### config.mk
export PLATFORM = sky130hd
export DESIGN_NAME = cursor_gate_gen
export DESIGN_NICKNAME = d
export VERILOG_FILES = /design/src/rtl/cgg_pkg.sv /design/src/rtl/cgg_pos_regs.sv /design/src/rtl/cgg_axis_gate.sv /design/src/rtl/cursor_gate_gen.sv
export SDC_FILE = /design/constraint.sdc
export NUM_CORES = 1
export LEC_CHECK = 0
export BUFFER_PORTS_ARGS = -buffer_cell sky130_fd_sc_hd__clkbuf_2
export CORE_ASPECT_RATIO = 0.8
export CORE_MARGIN = 2
export CORE_UTILIZATION = 50
export CTS_BUF_LIST = sky130_fd_sc_hd__clkbuf_8
export CTS_CLUSTER_SIZE = 8
export DETAILED_ROUTE_END_ITERATION = 8
export PLACE_DENSITY_LB_ADDON = 0.2
export SYNTH_ARGS = -nofsm -noshare
export SYNTH_HDL_FRONTEND = slang
export SYNTH_SLANG_ARGS = --single-unit
### constraint.sdc
create_clock -name clk_i -period 2 [get_ports clk_i]
set_input_delay 0.1 -clock clk_i [delete_from_list [all_inputs] [get_ports clk_i]]
set_output_delay 0.1 -clock clk_i [all_outputs]
set_load 0.01 [all_outputs]
### src/rtl/cgg_pkg.sv
package cgg_pkg;
  typedef enum logic [1:0] {
    POS_H_START = 2'd0,
    POS_H_END   = 2'd1,
    POS_V_START = 2'd2,
    POS_V_END   = 2'd3
  } pos_sel_e;
  localparam int unsigned NUM_POS  = 4;
  localparam int unsigned NUM_AXIS = 2;
endpackage

### src/rtl/cgg_pos_regs.sv
module cgg_pos_regs
  import cgg_pkg::*;
#(
  parameter int unsigned CW = 12
) (
  input  logic                   clk_i,
  input  logic                   rst_ni,
  input  logic                   wr_en_i,
  input  logic [1:0]             wr_addr_i,
  input  logic [CW-1:0]          wr_data_i,
  input  logic                   frame_start_i,
  output logic [NUM_POS*CW-1:0]  live_o
);
  logic [NUM_POS*CW-1:0] shadow_q, live_q;

  for (genvar g = 0; g < NUM_POS; g++) begin : g_pos
    always_ff @(posedge clk_i or negedge rst_ni) begin
      if (!rst_ni) begin
        shadow_q[g*CW +: CW] <= '0;
        live_q[g*CW +: CW]   <= '0;
      end else begin
        if (wr_en_i && wr_addr_i == 2'(g)) shadow_q[g*CW +: CW] <= wr_data_i;
        // live set picks up the pre-write shadow value
        if (frame_start_i) live_q[g*CW +: CW] <= shadow_q[g*CW +: CW];
      end
    end
  end

  assign live_o = live_q;

  AST_LIVE_HOLDS_MIDFRAME: assert property (@(posedge clk_i) disable iff (!rst_ni)
    !frame_start_i |=> $stable(live_q));
  AST_LIVE_TAKES_OLD_SHADOW: assert property (@(posedge clk_i) disable iff (!rst_ni)
    frame_start_i |=> live_q == $past(shadow_q));
endmodule

### src/rtl/cgg_axis_gate.sv
module cgg_axis_gate #(
  parameter int unsigned CW = 12
) (
  input  logic          clk_i,
  input  logic          rst_ni,
  input  logic [CW-1:0] count_i,
  input  logic [CW-1:0] start_i,
  input  logic [CW-1:0] end_i,
  output logic          gate_o
);
  logic hit, gate_q;

  assign hit = (count_i >= start_i) && (count_i < end_i);

  always_ff @(posedge clk_i or negedge rst_ni) begin
    if (!rst_ni) gate_q <= 1'b0;
    else         gate_q <= hit;
  end

  assign gate_o = gate_q;

  AST_EMPTY_WINDOW: assert property (@(posedge clk_i) disable iff (!rst_ni)
    (start_i >= end_i) |=> !gate_q);
  AST_GATE_IN_SPAN: assert property (@(posedge clk_i) disable iff (!rst_ni)
    gate_q |-> ($past(count_i) >= $past(start_i)) && ($past(count_i) < $past(end_i)));
endmodule

### src/rtl/cursor_gate_gen.sv
module cursor_gate_gen
  import cgg_pkg::*;
#(
  parameter int unsigned CW = 12
) (
  input  logic          clk_i,
  input  logic          rst_ni,
  input  logic          wr_en_i,
  input  logic [1:0]    wr_addr_i,
  input  logic [CW-1:0] wr_data_i,
  input  logic          frame_start_i,
  input  logic [CW-1:0] hcount_i,
  input  logic [CW-1:0] vcount_i,
  input  logic          mode_sel_i,
  input  logic [1:0]    pol_i,
  output logic          out_a_o,
  output logic          out_b_o
);
  localparam int unsigned LW = NUM_POS * CW;

  logic [LW-1:0]         live;
  logic [NUM_AXIS-1:0]   gate;
  logic [NUM_AXIS*CW-1:0] cnt;
  logic                  raw_a, raw_b;

  assign cnt = {vcount_i, hcount_i};

  cgg_pos_regs #(.CW(CW)) u_regs (
    .clk_i         (clk_i),
    .rst_ni        (rst_ni),
    .wr_en_i       (wr_en_i),
    .wr_addr_i     (wr_addr_i),
    .wr_data_i     (wr_data_i),
    .frame_start_i (frame_start_i),
    .live_o        (live)
  );

  // axis 0 horizontal, axis 1 vertical; start/end pairs are adjacent
  for (genvar a = 0; a < NUM_AXIS; a++) begin : g_axis
    cgg_axis_gate #(.CW(CW)) u_gate (
      .clk_i   (clk_i),
      .rst_ni  (rst_ni),
      .count_i (cnt[a*CW +: CW]),
      .start_i (live[(2*a)*CW +: CW]),
      .end_i   (live[(2*a+1)*CW +: CW]),
      .gate_o  (gate[a])
    );
  end

  assign raw_a = mode_sel_i ? gate[0] : (gate[0] & gate[1]);
  assign raw_b = mode_sel_i & gate[1];

  assign out_a_o = raw_a ^ ~pol_i[0];
  assign out_b_o = raw_b ^ ~pol_i[1];

  AST_RESET_IDLE: assert property (@(posedge clk_i)
    $rose(rst_ni) |-> (gate == '0));
  AST_CURSOR_B_IDLE: assert property (@(posedge clk_i) disable iff (!rst_ni)
    !mode_sel_i |-> out_b_o == ~pol_i[1]);
  AST_CURSOR_NEEDS_BOTH: assert property (@(posedge clk_i) disable iff (!rst_ni)
    (!mode_sel_i && (out_a_o == pol_i[0])) |-> (gate[0] && gate[1]));
  AST_SPLIT_B_VERT: assert property (@(posedge clk_i) disable iff (!rst_ni)
    (mode_sel_i && (out_b_o == pol_i[1])) |-> gate[1]);
endmodule

After elaboration in Yosys (flattened, before gate mapping)
Cells that the tools add are included.
{ "totals": {"register_bits": 98, "out_inout_bits": 2, "wordCells": 31} }
{ "op_classes": {"magnitude_cmp": 4, "n_eq_ne": 3, "n_mux": 1, "n_bitwise": 6, "n_reduce_logical": 7} }
{ "op_table": {"columns": ["op", "n"], "rows": [
  ["$ge A12 B12 Y1", 2],
  ["$lt A12 B12 Y1", 2],
  ["$logic_and A1 B1 Y1", 6],
  ["$eq A2 B2 Y1 const B", 2],
  ["$and A1 B1 Y1", 2],
  ["$eq A2 B1 Y1 const B", 1],
  ["$logic_not A2 Y1", 1],
  ["$not A1 Y1", 2],
  ["$xor A1 B1 Y1", 2],
  ["$mux W1", 1]
]} }

Logic depth before layout (Yosys ltp)
Gate-level depths: netlist of run 1.
{ "logic_depth": {"ltp_word": 3, "mapped_depth": 7} }

Modules after synthesis
From an unflattened synthesis of run 1, not the netlist that was laid out.
{ "hier_totals": {"cells_unflattened": 364, "hier_area_um2": 4803.4} }
{ "by_module_without_submodules": {"columns": ["mod", "n_inst", "cells_each", "area_each_um2", "seq_area_each_um2"], "rows": [
  ["cgg_pos_regs", 1, 205, 3573.4, 2402.3],
  ["cgg_axis_gate (g_axis[0].u_gate)", 1, 78, 601.8, 25.0],
  ["cgg_axis_gate (g_axis[1].u_gate)", 1, 77, 598.1, 25.0],
  ["cursor_gate_gen", 1, 4, 30.0, 0.0]
]} }

Least setup slack after synthesis of run 1
No wires, ideal clock.
{ "synth_timing": {"path_type": "register to register", "startpoint": "reg u_regs.live_q[47] (netlist: u_regs.live_o[47])", "endpoint": "reg g_axis[1].u_gate.gate_q", "setup_time_ns": 0.129, "t_arrival_ns": 1.458, "required_ns": 1.871, "slack_ns": 0.412, "path_stages_with_launch": 7, "n_path_buf": 0, "synth_period_minus_slack_ns": 1.588, "cell_sequence": "dfrtp_1 -> inv_1 -> ha_1 -> nand4_1 -> or4_1 -> o221ai_1 -> a211oi_1"} }
{ "synth_between": {"elab_chain_cells": 2} }
{ "synth_rtl": {"columns": ["item", "line_no", "rtl"], "rows": [
  ["from (decl)", "cgg_pos_regs.sv:14", "logic [NUM_POS*CW-1:0] shadow_q, live_q;"],
  ["from (signal, indexed assignment)", "cgg_pos_regs.sv:24", "if (frame_start_i) live_q[g*CW +: CW] <= shadow_q[g*CW +: CW];"],
  ["$lt A12 B12 Y1", "cgg_axis_gate.sv:13", "assign hit = (count_i >= start_i) && (count_i < end_i);"],
  ["$logic_and A1 B1 Y1", "cgg_axis_gate.sv:13", null],
  ["named net g_axis[1].u_gate.hit", "cgg_axis_gate.sv:11", "logic hit, gate_q;"],
  ["to (signal assigned)", "cgg_axis_gate.sv:17", "else gate_q <= hit;"],
  ["to (decl)", "cgg_axis_gate.sv:11", null]
]} }
The timed path passes the listed nets, and every way through them passes these cells.
A chain may end at the register's enable or synchronous reset.

Worst setup path in the final report of run 1
{ "layout_timing": {"startpoint": "reg u_regs.live_q[24] (netlist: u_regs.live_o[24])", "endpoint": "reg g_axis[1].u_gate.gate_q"} }
{ "layout_between": {"elab_chain_cells": 2} }
{ "layout_rtl": {"columns": ["item", "line_no"], "rows": [
  ["$ge A12 B12 Y1", "cgg_axis_gate.sv:13"],
  ["$logic_and A1 B1 Y1", "cgg_axis_gate.sv:13"],
  ["named net g_axis[1].u_gate.hit", "cgg_axis_gate.sv:11"]
]} }
The timed path passes the listed nets, and every way through them passes these cells.

==> results of run 1 <==
synthesized netlist by cell type, drive strengths merged, types with 2 or more instances:
library cell / number
o21ai: 53
nor2b: 3
nor2: 10
clkbuf: 5
dfrtp: 98
a21oi: 13
o211ai: 2
buf: 9
a21o: 3
inv: 49
nand2: 53
a211oi: 5
mux2: 51
nand3b: 2
xor2: 2
nand4: 3
ha: 46
a2111oi: 2
power by group through the flow:
stage	clock (W)	combinational, W	sequential [W]
6_report	0.00126	0.00100	0.00250
5_1_grt	0.00137	0.00118	0.00254
4_1_cts	0.00129	0.00102	0.00250
3_5_place_dp	0	0.00101	0.00254
3_3_place_gp	0	0.000973	0.00253
2_1_floorplan	0	0.000708	0.00249
logic make-up after synthesis:
| group | after synthesis |
|---|---|
| adders and majority gates | 46 |
| AOI/OAI and AO/OA | 82 |
| and+or+nand+nor | 76 |
| buffers and inverters | 63 |
| muxes | 51 |
| xor gates and xnor gates | 2 |
| DFF | 98 |
per-stage QoR:
| step | setup WS (ps) | instance area [sq um] | utilization | total power (W) |
|---|---|---|---|---|
| 3_3_place_gp | 226 | 5030 | 0.554 | 0.00350 |
| 3_5_place_dp | 238 | 5030 | 0.554 | 0.00355 |
| 5_1_grt | 16.1 | 5240 | 0.577 | 0.00509 |
| 4_1_cts | 196 | 5240 | 0.577 | 0.00481 |
| 6_report | 211 | 5240 | 0.577 | 0.00476 |
| 2_1_floorplan | 412 | 4660 | - | 0.00319 |
layer usage:
layer | routed length [um] | track usage | vias to the layer above
met2 | 3960 | 0.294 | 49
met5 | 0 | 0 | -
met4 | 88 | 0.0488 | 0
met3 | 334 | 0.0470 | 7
li1 | - | - | 1517
met1 | 4470 | 0.270 | 1415
worst max path at each step:
stage | startpoint | endpoint | slack, ps
final | u_regs.live_o[24]$_DFFE_PN0P_ | g_axis[1].u_gate.gate_o$_DFF_PN0_ | 210
after global routing | u_regs.live_o[24]$_DFFE_PN0P_ | g_axis[1].u_gate.gate_o$_DFF_PN0_ | 20
after CTS | u_regs.live_o[24]$_DFFE_PN0P_ | g_axis[1].u_gate.gate_o$_DFF_PN0_ | 200
after detailed placement | u_regs.live_o[24]$_DFFE_PN0P_ | g_axis[1].u_gate.gate_o$_DFF_PN0_ | 240
after global placement | u_regs.live_o[26]$_DFFE_PN0P_ | g_axis[1].u_gate.gate_o$_DFF_PN0_ | 230
after floorplan | u_regs.live_o[47]$_DFFE_PN0P_ | g_axis[1].u_gate.gate_o$_DFF_PN0_ | 410
cell type report:
type | instances | area [sq um] | share of cell area
clock buffer | 10 | 138 | 0.0263
clock inverter | 6 | 58.8 | 0.0112
inverter | 49 | 184 | 0.0351
multi-input combinational | 257 | 1970 | 0.376
sequential | 98 | 2450 | 0.468
tap | 115 | 144 | 0.0275
timing repair buffer | 52 | 293 | 0.0559
flip-flops by register name (all words and copies together), names as in the netlist:
register,count
u_regs.live_o,48
g_axis.u_gate.gate_o,2
u_regs.shadow_q,48
critical path: stages, from the launching register on:
cell and delay, ps:
dfrtp_1 400, ha_1 280, o211ai_1 110, a2111oi_0 500
o21ai_0 180, a211oi_1 220
==> out/summary.txt, run 1 <==
status: complete, no violations
Syn. warnings: 0
share of layout cells above drive strength 1: 0.252
mux contribution to synthesized area: 0.123
cell internal pwr: 0.00342 W
period utilization: 0.895
TNS Setup: 0 ps
vias: 2,988
Comb pwr share: 0.210
Period minus WS final: 1790 ps
Placer Congestion: 0.815
RSZ-0062 raised after global routing: no
Die ar.: 0.0101 sq mm
final setup fails: 0
die height: 90.4 um
TritonRoute pass-1 iters: 4
Synth top area share: 0.526
commonest non-fill, non-tap cell in the layout: dfrtp_1
largest net degree at the start of global routing: 99
gr usage total: 0.190
IO Port Bufs: 46
most frequent cells in the layout: dfrtp_1 (98), nand2_1 (53), o21ai_0 (53)
max-cap violations: 0
register area share after synthesis: 0.526
gate count after technology mapping: 418
R2R setup slack: 210 ps
clock power share: 0.265
Final Hold Fails: 0
initial antenna violation count: 0
worst vdd ir: 0.000560 V
drt via density: 5.09
post_cts resized: 0
Core Area: 0.00908 sq mm
placed instance count: 570
TritonCTS Buffers: 9
crit path launch type: flip-flop
n_diodes: 0
Reg2Reg Capture Point: g_axis[1].u_gate.gate_o$_DFF_PN0_
Max clock buf depth: 2
main combinational cell family by area after synthesis: adder cells
Rows: 31
Async SR Flop Fraction: 1.00
Cells on Worst Hold Path: 2
first-pass GRT wire length: 15,300 um
post-route ant nets: 0
post-synthesis simple-gate area fraction: 0.0716
switch share: 0.281
total grt overflow: 0
Syn Nets: 509
R2R Path Start: u_regs.live_o[24]$_DFFE_PN0P_
later-pin clock latency in the skew report: 360 ps
# IOs: 47
Initial Util: 0.514
vias in the first global route: 3,134
Main synth FF type: dfrtp_1
P_leak: 2.55 nW
Least-Margin Pin Slew: 712 ps
Critical Path AT: 2060 ps
DR DRC count: 0
HPWL Detailed: 6480 um
Post-synth EDFFs: 0
Clock Sinks: 98
Area Growth Syn to Fin: 12.3%
# Post-CTS Setup Buffers: 0
Compound-Gate Fraction of Synth Area: 0.100
Flop pwr share: 0.525
worst rel slew slack: 0.524
Synth Cell Area: 0.00466 sq mm
Worst Min Path Start: wr_data_i[10]
Min Hold Slack: 17.5 ps
count of final max-slew check failures: 0
DRT iter0 DRCs: 73
fmax: 0.559 GHz
xor and xnor area share after synthesis: 0.00376
Pwr per Cell Area: 908 mW/mm^2
post-synthesis cell type count: 30
CTS tree: done
Worst Setup End Kind: flip-flop
width of the chip: 112 um
Clock transition at path regs: 90 ps
root buffer cell: clkbuf_8
Layout fillers: 810
critical path type: flip-flop to flip-flop
post-synth top area cell: dfrtp_1
Fin Clk Skew: 9.82 ps
H-Tree Depth: 3
WHS Endpoint: u_regs.shadow_q[46]$_DFFE_PN0P_
Adder-Cell Fraction of Synth Area: 0.123
worst hold path type: primary input to flip-flop
largest cells by area after synthesis: dfrtp_1 (53%), ha_1 (12%), mux2_2 (12%)
Reg2Reg Depth: 5
Finished Layout Cells: 587
Synth Register Bits: 98
WL final: 8850 um
Nets: 558
Avg WL per Cell: 15.1 um
Syn Area/Cell: 11.2 sq um
Req. time, crit path: 2270 ps
Hold-fix buffers, CTS: 1
switching pwr: 0.00134 W
worst-path maximum fanout: 2
(Power assumes the default switching activity.)
==> inputs of run 2 (changes only) <==
==> constraint.sdc (replaced) <==
create_clock -name clk_i -period 1.85 [get_ports clk_i]
set_input_delay 0.0925 -clock clk_i [delete_from_list [all_inputs] [get_ports clk_i]]
set_output_delay 0.0925 -clock clk_i [all_outputs]
set_load 0.01 [all_outputs]
==> out/summary.txt, run 2 (synthesis gave the netlist of run 1 again) <==
Clock Sinks: 98 (unchanged)
DR WL met3: 343 um (+2.7%)
crit path launch type: flip-flop
root buffer cell: clkbuf_8
P_leak: 2.58 nW (+1.2%)
width of the chip: 112 um (unchanged)
fmax: 0.587 GHz (+5.1%)
n_diodes: 0 (unchanged)
met1 WL: 4340 um (-2.8%)
CP cell instances: inv_1 -> ha_1 -> a21oi_1 -> nor2_1 -> a211oi_2 -> a21oi_1 -> a2111oi_2
Initial Util: 0.514 (unchanged)
fin area: 0.00532 sq mm (+1.6%)
Final Worst Setup Slack: 148 ps (-63.1 ps)
slowest stage cell, crit path: dfrtp_1
Core Area: 0.00908 sq mm (unchanged)
Placer Congestion: 0.805 (-1.3%)
total grt overflow: 0 (unchanged)
metal2 WL: 4250 um (+7.3%)
Pwr per Cell Area: 966 mW/mm^2 (+6.4%)
worst rel slew slack: 0.554 (+0.0302)
worst hold path type: primary input to flip-flop
dpl cell area: 0.00507 sq mm (+0.80%)
Avg WL per Cell: 15.3 um (+1.2%)
commonest non-fill, non-tap cell in the layout: dfrtp_1
Fin Clk Skew: 5.46 ps (-4.35 ps)
initial antenna violation count: 0 (unchanged)
DRT iter0 DRCs: 87 (+19%)
Area Growth Syn to Fin: 14.1%
CTS tree: done
status: complete, no violations
Rows: 31 (unchanged)
gr usage total: 0.194 (+0.00464)
most used cell, CP: a21oi_1
drt via density: 5.18 (+1.7%)
share of layout cells above drive strength 1: 0.255 (+0.00311)
Critical Path AT: 1950 ps (-110 ps)
Top Layer Used: met4
critical path type: flip-flop to flip-flop
Max clock buf depth: 2 (unchanged)
Clock transition at path regs: 90 ps (about the same)
DR DRC count: 0 (unchanged)
count of final max-slew check failures: 0 (unchanged)
CP delay by family, top: compound AO/OA/AOI/OAI gates
IO Port Bufs: 46 (unchanged)
Die ar.: 0.0101 sq mm (unchanged)
TritonCTS Buffers: 9 (unchanged)
# IOs: 47 (unchanged)
WL final: 9050 um (+2.2%)
Nets: 565 (+1.3%)
worst-path maximum fanout: 2 (unchanged)
max-cap violations: 0 (unchanged)
post-route ant nets: 0 (unchanged)
period utilization: 0.920 (+0.0256)
most frequent cells in the layout: dfrtp_1 (98), nand2_1 (53), o21ai_0 (53)
Crit path largest cell delay: 370 ps (-130 ps)
TritonRoute pass-1 iters: 5 (+1)
H-Tree Depth: 3 (unchanged)
Req. time, crit path: 2100 ps (-170 ps)
first-pass GRT wire length: 15,400 um (+0.87%)
HPWL Detailed: 6770 um (+4.6%)
Least-Margin Pin Slew: 667 ps (-45.0 ps)
Worst Path Buf+Inv: 1 (+1)
later-pin clock latency in the skew report: 370 ps (about the same)
RSZ-0062 raised after global routing: yes
Place WS: 152 ps (-85.4 ps)
Final Hold Fails: 0 (unchanged)
worst vdd ir: 0.000646 V (+15%)
final setup fails: 0 (unchanged)
die height: 90.4 um (unchanged)
Period minus WS final: 1700 ps (-86.9 ps)
Worst Setup End Kind: flip-flop
largest net degree at the start of global routing: 61 (-38%)
vias in the first global route: 3,163 (+0.93%)
vias: 3,071 (+2.8%)
-- run 2: changes by cell type in the layout (fill, tap and decap cells not counted) --
cell | previous run | this run
clkinv_2 | 1 | 2
buf_12 | 1 | 3
inv_1 | 51 | 50
a211oi_2 | 0 | 1
a211oi_1 | 5 | 4
clkbuf_8 | 10 | 9
a2111oi_0 | 1 | 0
dlygate4sd3_1 | 1 | 6
a2111oi_1 | 0 | 1
-- run 2: worst reg2reg max path, cell delays in order, from the launching register on --
cell and delay (ps):
dfrtp_1 370, inv_1 80, ha_1 240, a21oi_1 150
nor2_1 70, a211oi_2 200, a21oi_1 110, a2111oi_2 370
-- run 2: final timing paths --
| kind | from | slack (ps) | to | depth (start not counted) |
|---|---|---|---|---|
| worst min register to register | u_regs.shadow_q[37]$_DFFE_PN0P_ | 480 | u_regs.live_o[37]$_DFFE_PN0P_ | 2 |
| worst max register to register | u_regs.live_o[17]$_DFFE_PN0P_ | 150 | g_axis[0].u_gate.gate_o$_DFF_PN0_ | 7 |
| max in group asynchronous | rst_ni | 1330 | u_regs.shadow_q[14]$_DFFE_PN0P_ | 3 |
| worst max-delay path | u_regs.live_o[17]$_DFFE_PN0P_ | 150 | g_axis[0].u_gate.gate_o$_DFF_PN0_ | 7 |
| min in group asynchronous | rst_ni | 230 | u_regs.live_o[31]$_DFFE_PN0P_ | 3 |
| worst min-delay path | wr_data_i[0] | 20 | u_regs.shadow_q[24]$_DFFE_PN0P_ | 2 |
-- run 2: stage by stage --
stage	power (W)	TNS, ps	utilization	hold WS [ps]	std cells
2_1_floorplan	0.00345	0	-	-203	418
3_3_place_gp	0.00380	0	0.559	96.2	572
3_5_place_dp	0.00386	0	0.559	102	572
4_1_cts	0.00520	0	0.584	0.394	591
5_1_grt	0.00551	-12.1	0.586	0.613	593
6_report	0.00514	0	0.586	17.3	593
-- run 2: report_power, final --
group | switching [W] | internal [W] | leakage [nW]
clock | 0.000720 | 0.000610 | 0.0963
sequential | 0.000164 | 0.00254 | 1.18
combinational | 0.000585 | 0.000527 | 1.30
total | 0.00147 | 0.00367 | 2.58
-- run 2: area by class of cell --
cell class	instances	area, sq um
Clock buffer	9	124
Clock inverter	6	60.1
Fill cell	801	3750
Inverter	49	184
Multi-Input combinational cell	257	1980
Sequential cell	98	2450
Tap cell	115	144
Timing Repair Buffer	59	383
-- run 2: per-layer routing --
| layer | up-vias | track usage |
|---|---|---|
| met2 | 50 | 0.305 |
| met5 | - | 0 |
| met1 | 1481 | 0.267 |
| li1 | 1531 | - |
| met4 | 0 | 0.0569 |
| met3 | 9 | 0.0550 |
-- run 2: timing repair --
action	in CTS	in global routing
setup endpoints to repair	0	2
hold endpoints to repair	104	2
hold buffers	4	2
resized for setup	0	2
setup buffers	0	0
==> inputs of run 3 (changes only) <==
--- a/config.mk
+++ b/config.mk
@@ -7,7 +7,6 @@
 export LEC_CHECK = 0
 export BUFFER_PORTS_ARGS = -buffer_cell sky130_fd_sc_hd__clkbuf_2
 export CORE_ASPECT_RATIO = 0.8
-export CORE_MARGIN = 2
 export CORE_UTILIZATION = 50
 export CTS_BUF_LIST = sky130_fd_sc_hd__clkbuf_8
 export CTS_CLUSTER_SIZE = 8
==> out/summary.txt, run 3 (synthesis gave the netlist of run 1 again) <==
status: finished with violations
failing checks: DRC
most frequent cells in the layout: dfrtp_1 (98), nand2_1 (53), o21ai_0 (53)
P_leak: 2.58 nW (-0.21%)
Core Area: 0.00904 sq mm (-0.43%)
largest net degree at the start of global routing: 46 (-25%)
post-route ant nets: 0 (unchanged)
Fin Clk Skew: 7.41 ps (+1.95 ps)
TNS Setup: 0 ps (unchanged)
Place WS: 185 ps (+32.8 ps)
Final Worst Setup Slack: 161 ps (+13.2 ps)
# IOs: 47 (unchanged)
IO Port Bufs: 46 (unchanged)
total grt overflow: 0 (unchanged)
die height: 88.4 um (-2.2%)
H-Tree Depth: 3 (unchanged)
worst-path maximum fanout: 2 (unchanged)
fmax: 0.592 GHz (+0.78%)
count of final max-slew check failures: 0 (unchanged)
n_diodes: 0 (unchanged)
cell internal pwr: 0.00379 W (+3.1%)
Die ar.: 0.00972 sq mm (-4.0%)
critical path type: flip-flop to flip-flop
Placer Congestion: 0.837 (+4.0%)
final core utilization: 0.584 (-0.00261)
Clock transition at path regs: 90 ps (about the same)
TritonRoute pass-1 iters: 6 (+1)
DRT iter0 DRCs: 111 (+28%)
later-pin clock latency in the skew report: 360 ps (about the same)
vias in the first global route: 3,101 (-2.0%)
CTS tree: done
clock power share: 0.272 (+0.013)
vias: 3,076 (+0.16%)
RSZ-0062 raised after global routing: no
Cells on Worst Hold Path: 2 (unchanged)
Reg2Reg Depth: 6 (-1)
first-pass GRT wire length: 14,600 um (-4.8%)
switching pwr: 0.00141 W (-3.7%)
WL final: 8660 um (-4.3%)
Critical Path AT: 1920 ps (-30 ps)
Period minus WS final: 1690 ps (-13.2 ps)
root buffer cell: clkbuf_8
Flop pwr share: 0.518 (-0.007)
Reg2Reg Capture Point: g_axis[1].u_gate.gate_o$_DFF_PN0_
dpl cell area: 0.00505 sq mm (-0.35%)
gr usage total: 0.204 (+0.00919)
Worst Setup End Kind: flip-flop
total chip power: 0.00520 W (+1.2%)
fin area: 0.00528 sq mm (-0.87%)
Area Growth Syn to Fin: 13.1%
Final Hold Fails: 0 (unchanged)
Clock Sinks: 98 (unchanged)
Least-Margin Pin Slew: 690 ps (+23.1 ps)
drt via density: 5.21 (+0.67%)
share of layout cells above drive strength 1: 0.253 (-0.00260)
Avg WL per Cell: 14.7 um (-3.8%)
worst rel slew slack: 0.539 (-0.0154)
DR DRC count: 2 (+2)
worst vdd ir: 0.000600 V (-7.2%)
max-cap violations: 0 (unchanged)
R2R Path Start: u_regs.live_o[46]$_DFFE_PN0P_
commonest non-fill, non-tap cell in the layout: dfrtp_1
Initial Util: 0.516 (+0.00221)
WHS Endpoint: u_regs.shadow_q[21]$_DFFE_PN0P_
crit path launch type: flip-flop
Rows: 31 (unchanged)
R2R setup slack: 160 ps (about the same)
Comb pwr share: 0.211 (-0.005)
Layout fillers: 804 (+0.37%)
Max clock buf depth: 2 (unchanged)
final setup fails: 0 (unchanged)
worst hold path type: primary input to flip-flop
TritonCTS Buffers: 9 (unchanged)
Pwr per Cell Area: 986 mW/mm^2 (+2.1%)
initial antenna violation count: 0 (unchanged)
Nets: 562 (-0.53%)
Req. time, crit path: 2080 ps (-20 ps)
period utilization: 0.913 (-0.00711)
Worst Min Path Start: wr_data_i[9]
switch share: 0.272 (-0.0136)
HPWL Detailed: 6650 um (-1.8%)
width of the chip: 110 um (-1.8%)
-- run 3: area by class of cell --
type	count	area, sq um	area share
clock buffer	9	124	0.0235
tap	115	144	0.0273
sequential	98	2450	0.465
timing repair buffer	56	325	0.0617
clock inverter	6	76.3	0.0145
inverter	49	184	0.0349
multi-input combinational	257	1970	0.373
-- run 3: worst max-delay path: stages, from the launching register on --
cell and delay [ps]:
dfrtp_1 330, inv_1 50, ha_1 290, nand4_1 120, or4_1 530, o221ai_1 200
a211oi_1 60
-- run 3: what timing repair did --
item	in CTS	in global routing
hold buffers	2	0
endpoints found under the setup margin	0	1
resized for setup	0	1
endpoints found under the hold margin	46	0
setup buffers	0	0
-- run 3: power groups by stage --
| stage | logic (W) | registers, W | clock network (W) |
|---|---|---|---|
| final | 0.00110 | 0.00269 | 0.00141 |
| after detailed placement | 0.00110 | 0.00274 | 0 |
| after global placement | 0.00106 | 0.00273 | 0 |
| after floorplan | 0.000765 | 0.00269 | 0 |
| after global routing | 0.00128 | 0.00275 | 0.00156 |
| after CTS | 0.00112 | 0.00270 | 0.00146 |
-- run 3: worst max path at each step --
stage | startpoint | endpoint | slack [ps]
after floorplan | u_regs.live_o[47]$_DFFE_PN0P_ | g_axis[1].u_gate.gate_o$_DFF_PN0_ | 260
after global placement | u_regs.live_o[24]$_DFFE_PN0P_ | g_axis[1].u_gate.gate_o$_DFF_PN0_ | 160
after detailed placement | u_regs.live_o[19]$_DFFE_PN0P_ | g_axis[0].u_gate.gate_o$_DFF_PN0_ | 190
after CTS | u_regs.live_o[19]$_DFFE_PN0P_ | g_axis[0].u_gate.gate_o$_DFF_PN0_ | 150
after global routing | u_regs.live_o[19]$_DFFE_PN0P_ | g_axis[0].u_gate.gate_o$_DFF_PN0_ | 30
final | u_regs.live_o[46]$_DFFE_PN0P_ | g_axis[1].u_gate.gate_o$_DFF_PN0_ | 160
-- run 3: per-stage QoR --
step / hold WS [ps] / instances
3_3_place_gp: 128 / 573
2_1_floorplan: -203 / 418
6_report: 22.8 / 590
5_1_grt: 6.20 / 590
4_1_cts: 4.55 / 590
3_5_place_dp: 138 / 573
-- run 3: routing by layer --
layer	global-route usage	wire length (um)	up-vias	share of wire
li1	-	-	1526	-
met1	0.271	4180	1498	0.48
met2	0.333	4100	45	0.47
met3	0.0523	323	7	0.037
met4	0.0545	67	0	0.0077
met5	0	0	-	0
